<file path="config.mk">
export PLATFORM = sky130hd
export DESIGN_NAME = twisted_ring_seqgen
export DESIGN_NICKNAME = d
export VERILOG_FILES = /design/src/rtl/jsg_pkg.sv /design/src/rtl/jsg_ring.sv /design/src/rtl/jsg_pick.sv /design/src/rtl/twisted_ring_seqgen.sv
export SDC_FILE = /design/constraint.sdc
export NUM_CORES = 1
export LEC_CHECK = 0
export BUFFER_PORTS_ARGS = -buffer_cell sky130_fd_sc_hd__buf_4
export CORE_AREA = 2 2 39 41
export DETAILED_ROUTE_END_ITERATION = 6
export DIE_AREA = 0 0 41 43
export GPL_ROUTABILITY_DRIVEN = 0
export SYNTH_ARGS = -nofsm -noshare
export SYNTH_HDL_FRONTEND = slang
export SYNTH_SLANG_ARGS = --single-unit
</file>
<file path="constraint.sdc">
create_clock -name clk -period 1.3 [get_ports clk]
set_input_delay 0 -clock clk [delete_from_list [all_inputs] [get_ports clk]]
set_output_delay 0 -clock clk [all_outputs]
set_load 0.02 [all_outputs]
</file>
<file path="src/rtl/jsg_pkg.sv">
package jsg_pkg;
  localparam int unsigned RING_W = 3;
  localparam int unsigned PAT_W  = 1 << RING_W;

  typedef logic [RING_W-1:0] ring_t;

  // shift up, inverted top bit enters at bit 0
  function automatic ring_t ring_step(input ring_t s);
    return {s[RING_W-2:0], ~s[RING_W-1]};
  endfunction

  // a legal twisted-ring code has at most one boundary between
  // adjacent bits that differ
  function automatic logic ring_legal(input ring_t s);
    int unsigned edges;
    edges = 0;
    for (int i = 0; i < RING_W - 1; i++) begin
      if (s[i] != s[i+1]) edges++;
    end
    return (edges <= 1);
  endfunction
endpackage

</file>
<file path="src/rtl/jsg_ring.sv">
module jsg_ring
  import jsg_pkg::*;
(
  input  logic  clk,
  input  logic  rst,
  output ring_t state_o,
  output logic  legal_o
);
  ring_t state_q;
  ring_t state_d;
  logic  legal_w;

  assign legal_w = ring_legal(state_q);

  always_comb begin
    if (legal_w) state_d = ring_step(state_q);
    else         state_d = '0;
  end

  always_ff @(posedge clk) begin
    if (rst) state_q <= '0;
    else     state_q <= state_d;
  end

  assign state_o = state_q;
  assign legal_o = legal_w;

  // reset lands the counter at zero
  p_reset_zero_r2: assert property (@(posedge clk) rst |=> state_q == '0);
  // a legal step flips exactly one bit
  p_one_bit_step_r3: assert property (@(posedge clk) disable iff (rst)
    legal_w |=> $countones(state_q ^ $past(state_q)) == 1);
  // an illegal code recovers to zero
  p_recover_r4: assert property (@(posedge clk) disable iff (rst)
    !legal_w |=> state_q == '0);
  // the loop of legal codes is closed
  p_stay_legal_r4: assert property (@(posedge clk) disable iff (rst)
    legal_w |=> legal_w);
endmodule

</file>
<file path="src/rtl/jsg_pick.sv">
module jsg_pick
  import jsg_pkg::*;
(
  input  logic [PAT_W-1:0] data_i,
  input  ring_t            sel_i,
  output logic             bit_o
);
  logic [PAT_W-1:0] hit;

  generate
    for (genvar g = 0; g < PAT_W; g++) begin : g_tap
      assign hit[g] = data_i[g] & (sel_i == ring_t'(g));
    end
  endgenerate

  assign bit_o = |hit;
endmodule

</file>
<file path="src/rtl/twisted_ring_seqgen.sv">
module twisted_ring_seqgen
  import jsg_pkg::*;
(
  input  logic       clk,
  input  logic       rst,
  input  logic [7:0] pattern_i,
  output logic       serial_o,
  output logic [2:0] ring_o
);
  ring_t state_w;
  logic  legal_w;
  logic  pick_w;
  logic  serial_q;

  jsg_ring u_ring (
    .clk     (clk),
    .rst     (rst),
    .state_o (state_w),
    .legal_o (legal_w)
  );

  jsg_pick u_pick (
    .data_i (pattern_i),
    .sel_i  (state_w),
    .bit_o  (pick_w)
  );

  always_ff @(posedge clk) begin
    if (rst) serial_q <= 1'b0;
    else     serial_q <= pick_w;
  end

  assign serial_o = serial_q;
  assign ring_o   = state_w;

  // reset clears the output bit
  p_reset_out_r2: assert property (@(posedge clk) rst |=> !serial_o);
  // the output carries the selected bit one clock later
  p_latency_r5: assert property (@(posedge clk) disable iff (rst)
    !rst |=> serial_o == $past(pick_w));
  // selecting an unused input position never happens on a legal code
  p_unused_sel_r7: assert property (@(posedge clk) disable iff (rst)
    legal_w |-> (ring_o != 3'd2 && ring_o != 3'd5));
endmodule

</file>
==> flow_summary.ini, run 1 <==
[yosys]
synth_seq_cells = 4
synthCells = 21
synth_area_leader_cell = dfxtp_1
yosysWarnings = 0
synthAdderAreaFrac = 0.2235
avgSynthCellArea_sq_um = 10.67
synth-simple-area-share = 0.02793
synth_compound_area_frac = 0.3017
syn_area_sq_um = 224.0
synth_top_family_by_area = compound AO/OA/AOI/OAI gates
synth-seq-area-share = 0.3575
yosys-top-cells-area = dfxtp_1 (36%), ha_1 (22%), a22oi_1 (13%)
synth_top_cell_area_share = 0.3575
synth-xor-area-share = 0.03911
post_synth_num_cell_types = 8
synth.area.mux_share = 0
syn_nets = 35

[drt]
firstDrtPassIters = 2
wl_per_cell_microns = 9.648
finalWirelength_microns = 521
vias = 224
vias_per_cell = 4.148
ant_nets = 0
drc = 0
drt_iter0_drc = 2

[clock_tree]
clkTransAtPathRegs_ns = 0.04
cts.sinks = 4
post_cts_buffers = 0
htree_levels = 1
cts_inserted_buffers = 3
clock_path_buffers = 2
clock-root-buffer = clkbuf_4
insertion_delay_ns = 0.24
cts_tree = yes

[floorplan]
die_h_microns = 43
rows = 14
core_area_sq_um = 1384
io_pins = 14
fp.dieW_microns = 41
fp.dieArea_sq_um = 1763
initial_core_util = 0.1618

[worst_setup_path]
crit_path_cell_trace = inv_1 > ha_1 > a22oi_1 > and3_1 > a311oi_2
critPathMaxStageDelay_ns = 0.34
crit_fanout = 6
crit_type = flip-flop to flip-flop
rrSetupSlack_ns = 0.11
worstReg2RegEnd = serial_o
startpoint_type = flip-flop
end_kind = flip-flop
reg2reg_depth = 5
r2r-start = u_ring.state_o[1]
critPathRequiredTime_ns = 1.45
cp.arrival_ns = 1.34
slowest_stage = dfxtp_2

[hold_path]
min-delay-start = pattern_i[3]
hold_path_end = serial_o
hold_path.class = input pin to flip-flop
hold_depth = 3

[timing]
final.setup.tns_ns = 0
tightest_slew_ns = 0.2061
min_period_ns = 1.193
clock_skew_ns = 0.001323
fin_crit_sh = 0.9176
slew_headroom = 0.8618
fmax_mhz = 838.3
rsz0062_at_grt = no
maxSlewViolCount = 0
finalHoldViolations = 0
setup_viol = 0

[grt]
grt_pass1_vias = 211
grt_max_degree = 7
grt_usage = 0.07422
grt_pass1_wl_microns = 786
overflow = 0
antenna_found_initial = 0

[placement]
post-dp-hpwl_microns = 409.4
place_area_sq_um = 342.8
numPortBuffers = 13

[power]
power.leakage_nw = 0.1791
vdd_ir_drop_max_uv = 617.8
p_per_area_nw_per_um2 = 1084

[outcome]
status = finished, final reports clean

[layout]
nets = 54
antennaDiodeCount = 0
drive_above_1_share = 0.5000
finish.instance_area_sq_um = 376.6
syn2layout_area_growth_pct = 68.16

[run]
cap_violations = 0
[registers in the layout (all words and copies together), names as in the netlist]
| register | count |
|---|---|
| serial_o | 1 |
| u_ring.state_o | 3 |
[layout by cell type (no fill, tap or decap)]
master and instances:
inv_1 3, clkbuf_4 3, a311oi_2 1, a22oi_1 4, a211oi_1 3, xor2_1 1, dlygate4sd3_1 1, buf_4 13
dfxtp_1 2, and3_1 1, dfxtp_2 2, ha_1 4
[per-layer routing]
layer / share of wire / GRT usage
met5: 0 / 0
met4: 0 / 0.02000
met3: 0.17 / 0.09948
met2: 0.39 / 0.09375
met1: 0.45 / 0.07051
[critical path, delay by kind of cell, from the launching register on]
kind	cells	cell delay [ns]
AOI/OAI and AO/OA	2	0.30
adders and majority gates	1	0.17
buffers and inverters	1	0.10
DFF	1	0.34
and+or+nand+nor	1	0.19
[worst max-delay path by stage]
stage / from / endpoint / slack (ns) / cells after the start
after CTS: u_ring.state_o[0] / serial_o / 0.09 / 5
after floorplan: u_ring.state_o[0] / serial_o / 0.02 / 5
after global routing: u_ring.state_o[1] / serial_o / 0.01 / 5
after detailed placement: u_ring.state_o[0] / serial_o / 0.1 / 5
final: u_ring.state_o[1] / serial_o / 0.11 / 5
after global placement: u_ring.state_o[0] / serial_o / 0.08 / 5
[stage by stage]
stage	std cells	util	power (mW)	hold WS (ns)	setup WS (ns)
after floorplan	21	-	0.2046	0.06532	0.02001
after global placement	50	0.2477	0.2539	0.2019	0.08184
after detailed placement	50	0.2477	0.2546	0.1984	0.09517
after CTS	54	0.2712	0.4189	0.1717	0.08657
after global routing	54	0.2722	0.4414	0.1928	0.009544
final	54	0.2722	0.4084	0.1732	0.1072
[repair_timing]
item                                    in CTS  in global routing
hold endpoints to repair                     4                  0
endpoints found under the setup margin       0                  1
resized for setup                            0                  1
hold buffers                                 1                  0
[where the power goes]
| group | switching [mW] | leakage, nW | internal [mW] |
|---|---|---|---|
| clock | 0.0498 | 0.0138 | 0.103 |
| combinational | 0.0494 | 0.132 | 0.0577 |
| sequential | 0.0116 | 0.0336 | 0.137 |
| total | 0.111 | 0.179 | 0.298 |
[synthesized netlist by cell type]
library cell / count
a22oi_1: 4
dfxtp_1: 4
ha_1: 4
a211oi_1: 3
inv_1: 3
a311oi_2: 1
and3_1: 1
xor2_1: 1
[area by class of cell]
type | count | area [sq um]
timing repair buffer | 14 | 107.6
clock buffer | 3 | 22.52
inverter | 3 | 11.26
fill | 156 | 1007
sequential | 4 | 82.58
tap | 16 | 20.02
multi-input combinational | 14 | 132.6
[logic make-up (layout without fill, tap and decap cells)]
| family | Yosys count | in the layout |
|---|---|---|
| AO/OA/AOI/OAI | 8 | 8 |
| flip-flops | 4 | 4 |
| buffers and inverters | 3 | 20 |
| AND/OR/NAND/NOR | 1 | 1 |
| adder cells (fa/ha/maj) | 4 | 4 |
| XOR/XNOR | 1 | 1 |
(Power assumes the default switching activity.)
==> inputs of run 2 (changes only) <==
--- a/config.mk
+++ b/config.mk
@@ -10,6 +10,7 @@
 export DETAILED_ROUTE_END_ITERATION = 6
 export DIE_AREA = 0 0 41 43
 export GPL_ROUTABILITY_DRIVEN = 0
+export SETUP_SLACK_MARGIN = 0.2
 export SYNTH_ARGS = -nofsm -noshare
 export SYNTH_HDL_FRONTEND = slang
 export SYNTH_SLANG_ARGS = --single-unit
==> run 2 against run 1 <==
  * Sequential share of layout area is 3.1 points lower
  * Clock skew about the same
  * Register-to-register slack better by 0.08 ns
  * Setup slack improved by 0.076 ns
  * First-iteration DRC count unchanged
  * Non-clock buffer count is 2 higher
  * Core utilization is 6.3 points higher
  * Largest cell class unchanged
  * Largest power group is now registers
==> flow_summary.ini, run 2 (synthesis gave the netlist of run 1 again) <==
[outcome]
status = finished, final reports clean

[floorplan]
die_h_microns = 43
fp.dieW_microns = 41
io_pins = 14
rows = 14
initial_core_util = 0.1618
core_area_sq_um = 1384
fp.dieArea_sq_um = 1763

[drt]
ant_nets = 0
drt_iter0_drc = 2
finalWirelength_microns = 627
vias_per_cell = 4.321
vias = 242
drc = 0
wl_per_cell_microns = 11.20
firstDrtPassIters = 2

[worst_setup_path]
rrSetupSlack_ns = 0.18
reg2reg_depth = 5
crit_type = flip-flop to flip-flop
startpoint_type = flip-flop
crit_fanout = 5
crit_path_cell_trace = inv_6 > ha_4 > a22oi_2 > and3_1 > a311oi_2
critPathRequiredTime_ns = 1.40
slowest_stage = dfxtp_4
critPathMaxStageDelay_ns = 0.40
end_kind = flip-flop
cp.arrival_ns = 1.22

[timing]
rsz0062_at_grt = yes
tightest_slew_ns = 0.2184
fin_ws_ns = 0.1835
fin_crit_sh = 0.8588
final.setup.tns_ns = 0
finalHoldViolations = 0
min_period_ns = 1.117
setup_viol = 0
slew_headroom = 0.8544
whs_ns = 0.1774
maxSlewViolCount = 0
clock_skew_ns = 0.0009090
fmax_mhz = 895.7

[grt]
grt_max_degree = 6
overflow = 0
grt_usage = 0.09009
antenna_found_initial = 0
grt_pass1_wl_microns = 1007
grt_pass1_vias = 254

[clock_tree]
insertion_delay_ns = 0.23
clock-root-buffer = clkbuf_4
cts_tree = yes
cts.sinks = 4
htree_levels = 1
clock_path_buffers = 2
clkTransAtPathRegs_ns = 0.04
cts_inserted_buffers = 3

[layout]
largest_reg_flops = 3
drive_above_1_share = 0.7250
nets = 56
antennaDiodeCount = 0
final_cell_mix = buf_4 (15), ha_4 (4), a211oi_1 (3), clkbuf_4 (3)
syn2layout_area_growth_pct = 107.3
layout_commonest_cell = buf_4
finish.instance_area_sq_um = 464.2

[hold_path]
hold_path.class = input pin to flip-flop
hold_depth = 3

[placement]
place_area_sq_um = 404.1
numPortBuffers = 13
dpl_worst_slack_ns = 0.1349
post-dp-hpwl_microns = 516.2

[power]
power.leakage_nw = 0.1906
power_mw = 0.4510
p_per_area_nw_per_um2 = 971.6
vdd_ir_drop_max_uv = 176.9

[run]
cap_violations = 0
[run 2: what timing repair did]
action	in CTS	in global routing
endpoints found under the setup margin	1	1
resized for setup	1	2
pin swaps	1	1
endpoints found under the hold margin	4	0
hold buffers	1	0
setup buffers	2	0
[run 2: per-layer routing]
layer  vias to the layer above  track usage  routed length (microns)
met2                        13       0.1219                      285
met4                         0      0.08000                        0
met1                       109       0.1146                      279
li1                        120            -                        -
met5                         -            0                        0
met3                         0      0.01571                       62
[run 2: worst paths after layout]
check / endpoint / start
setup / recovery: serial_o / u_ring.state_o[1]
hold / removal: serial_o / pattern_i[3]
setup reg to reg: serial_o / u_ring.state_o[1]
hold reg to reg: u_ring.state_o[0] / u_ring.state_o[2]
[run 2: cell type report]
cell class                      instances  area [sq um]
Fill cell                             146         919.6
Multi-Input combinational cell         14         192.7
Timing Repair Buffer                   16         122.6
Sequential cell                         4         87.58
Clock buffer                            3         22.52
Tap cell                               16         20.02
Inverter                                3         18.77
[run 2: worst max-delay path: cells and delay by family (launching register included)]
| family | cells | cell delay, ns |
|---|---|---|
| compound gates | 2 | 0.19 |
| fa+ha+maj | 1 | 0.16 |
| buf+inv | 1 | 0.06 |
| flops | 1 | 0.40 |
| simple gates | 1 | 0.19 |
[run 2: per-stage QoR]
step / utilization / cells
final: 0.3354 / 56
after CTS: 0.3300 / 56
after global routing: 0.3354 / 56
after floorplan: - / 21
after global placement: 0.2920 / 50
after detailed placement: 0.2920 / 50
[run 2: power breakdown]
group / internal [mW] / total [mW] / leakage, nW / switching [mW]
clock: 0.103 / 0.149 / 0.0138 / 0.0459
combinational: 0.0822 / 0.145 / 0.143 / 0.0624
sequential: 0.136 / 0.158 / 0.0342 / 0.0216
total: 0.321 / 0.451 / 0.191 / 0.130
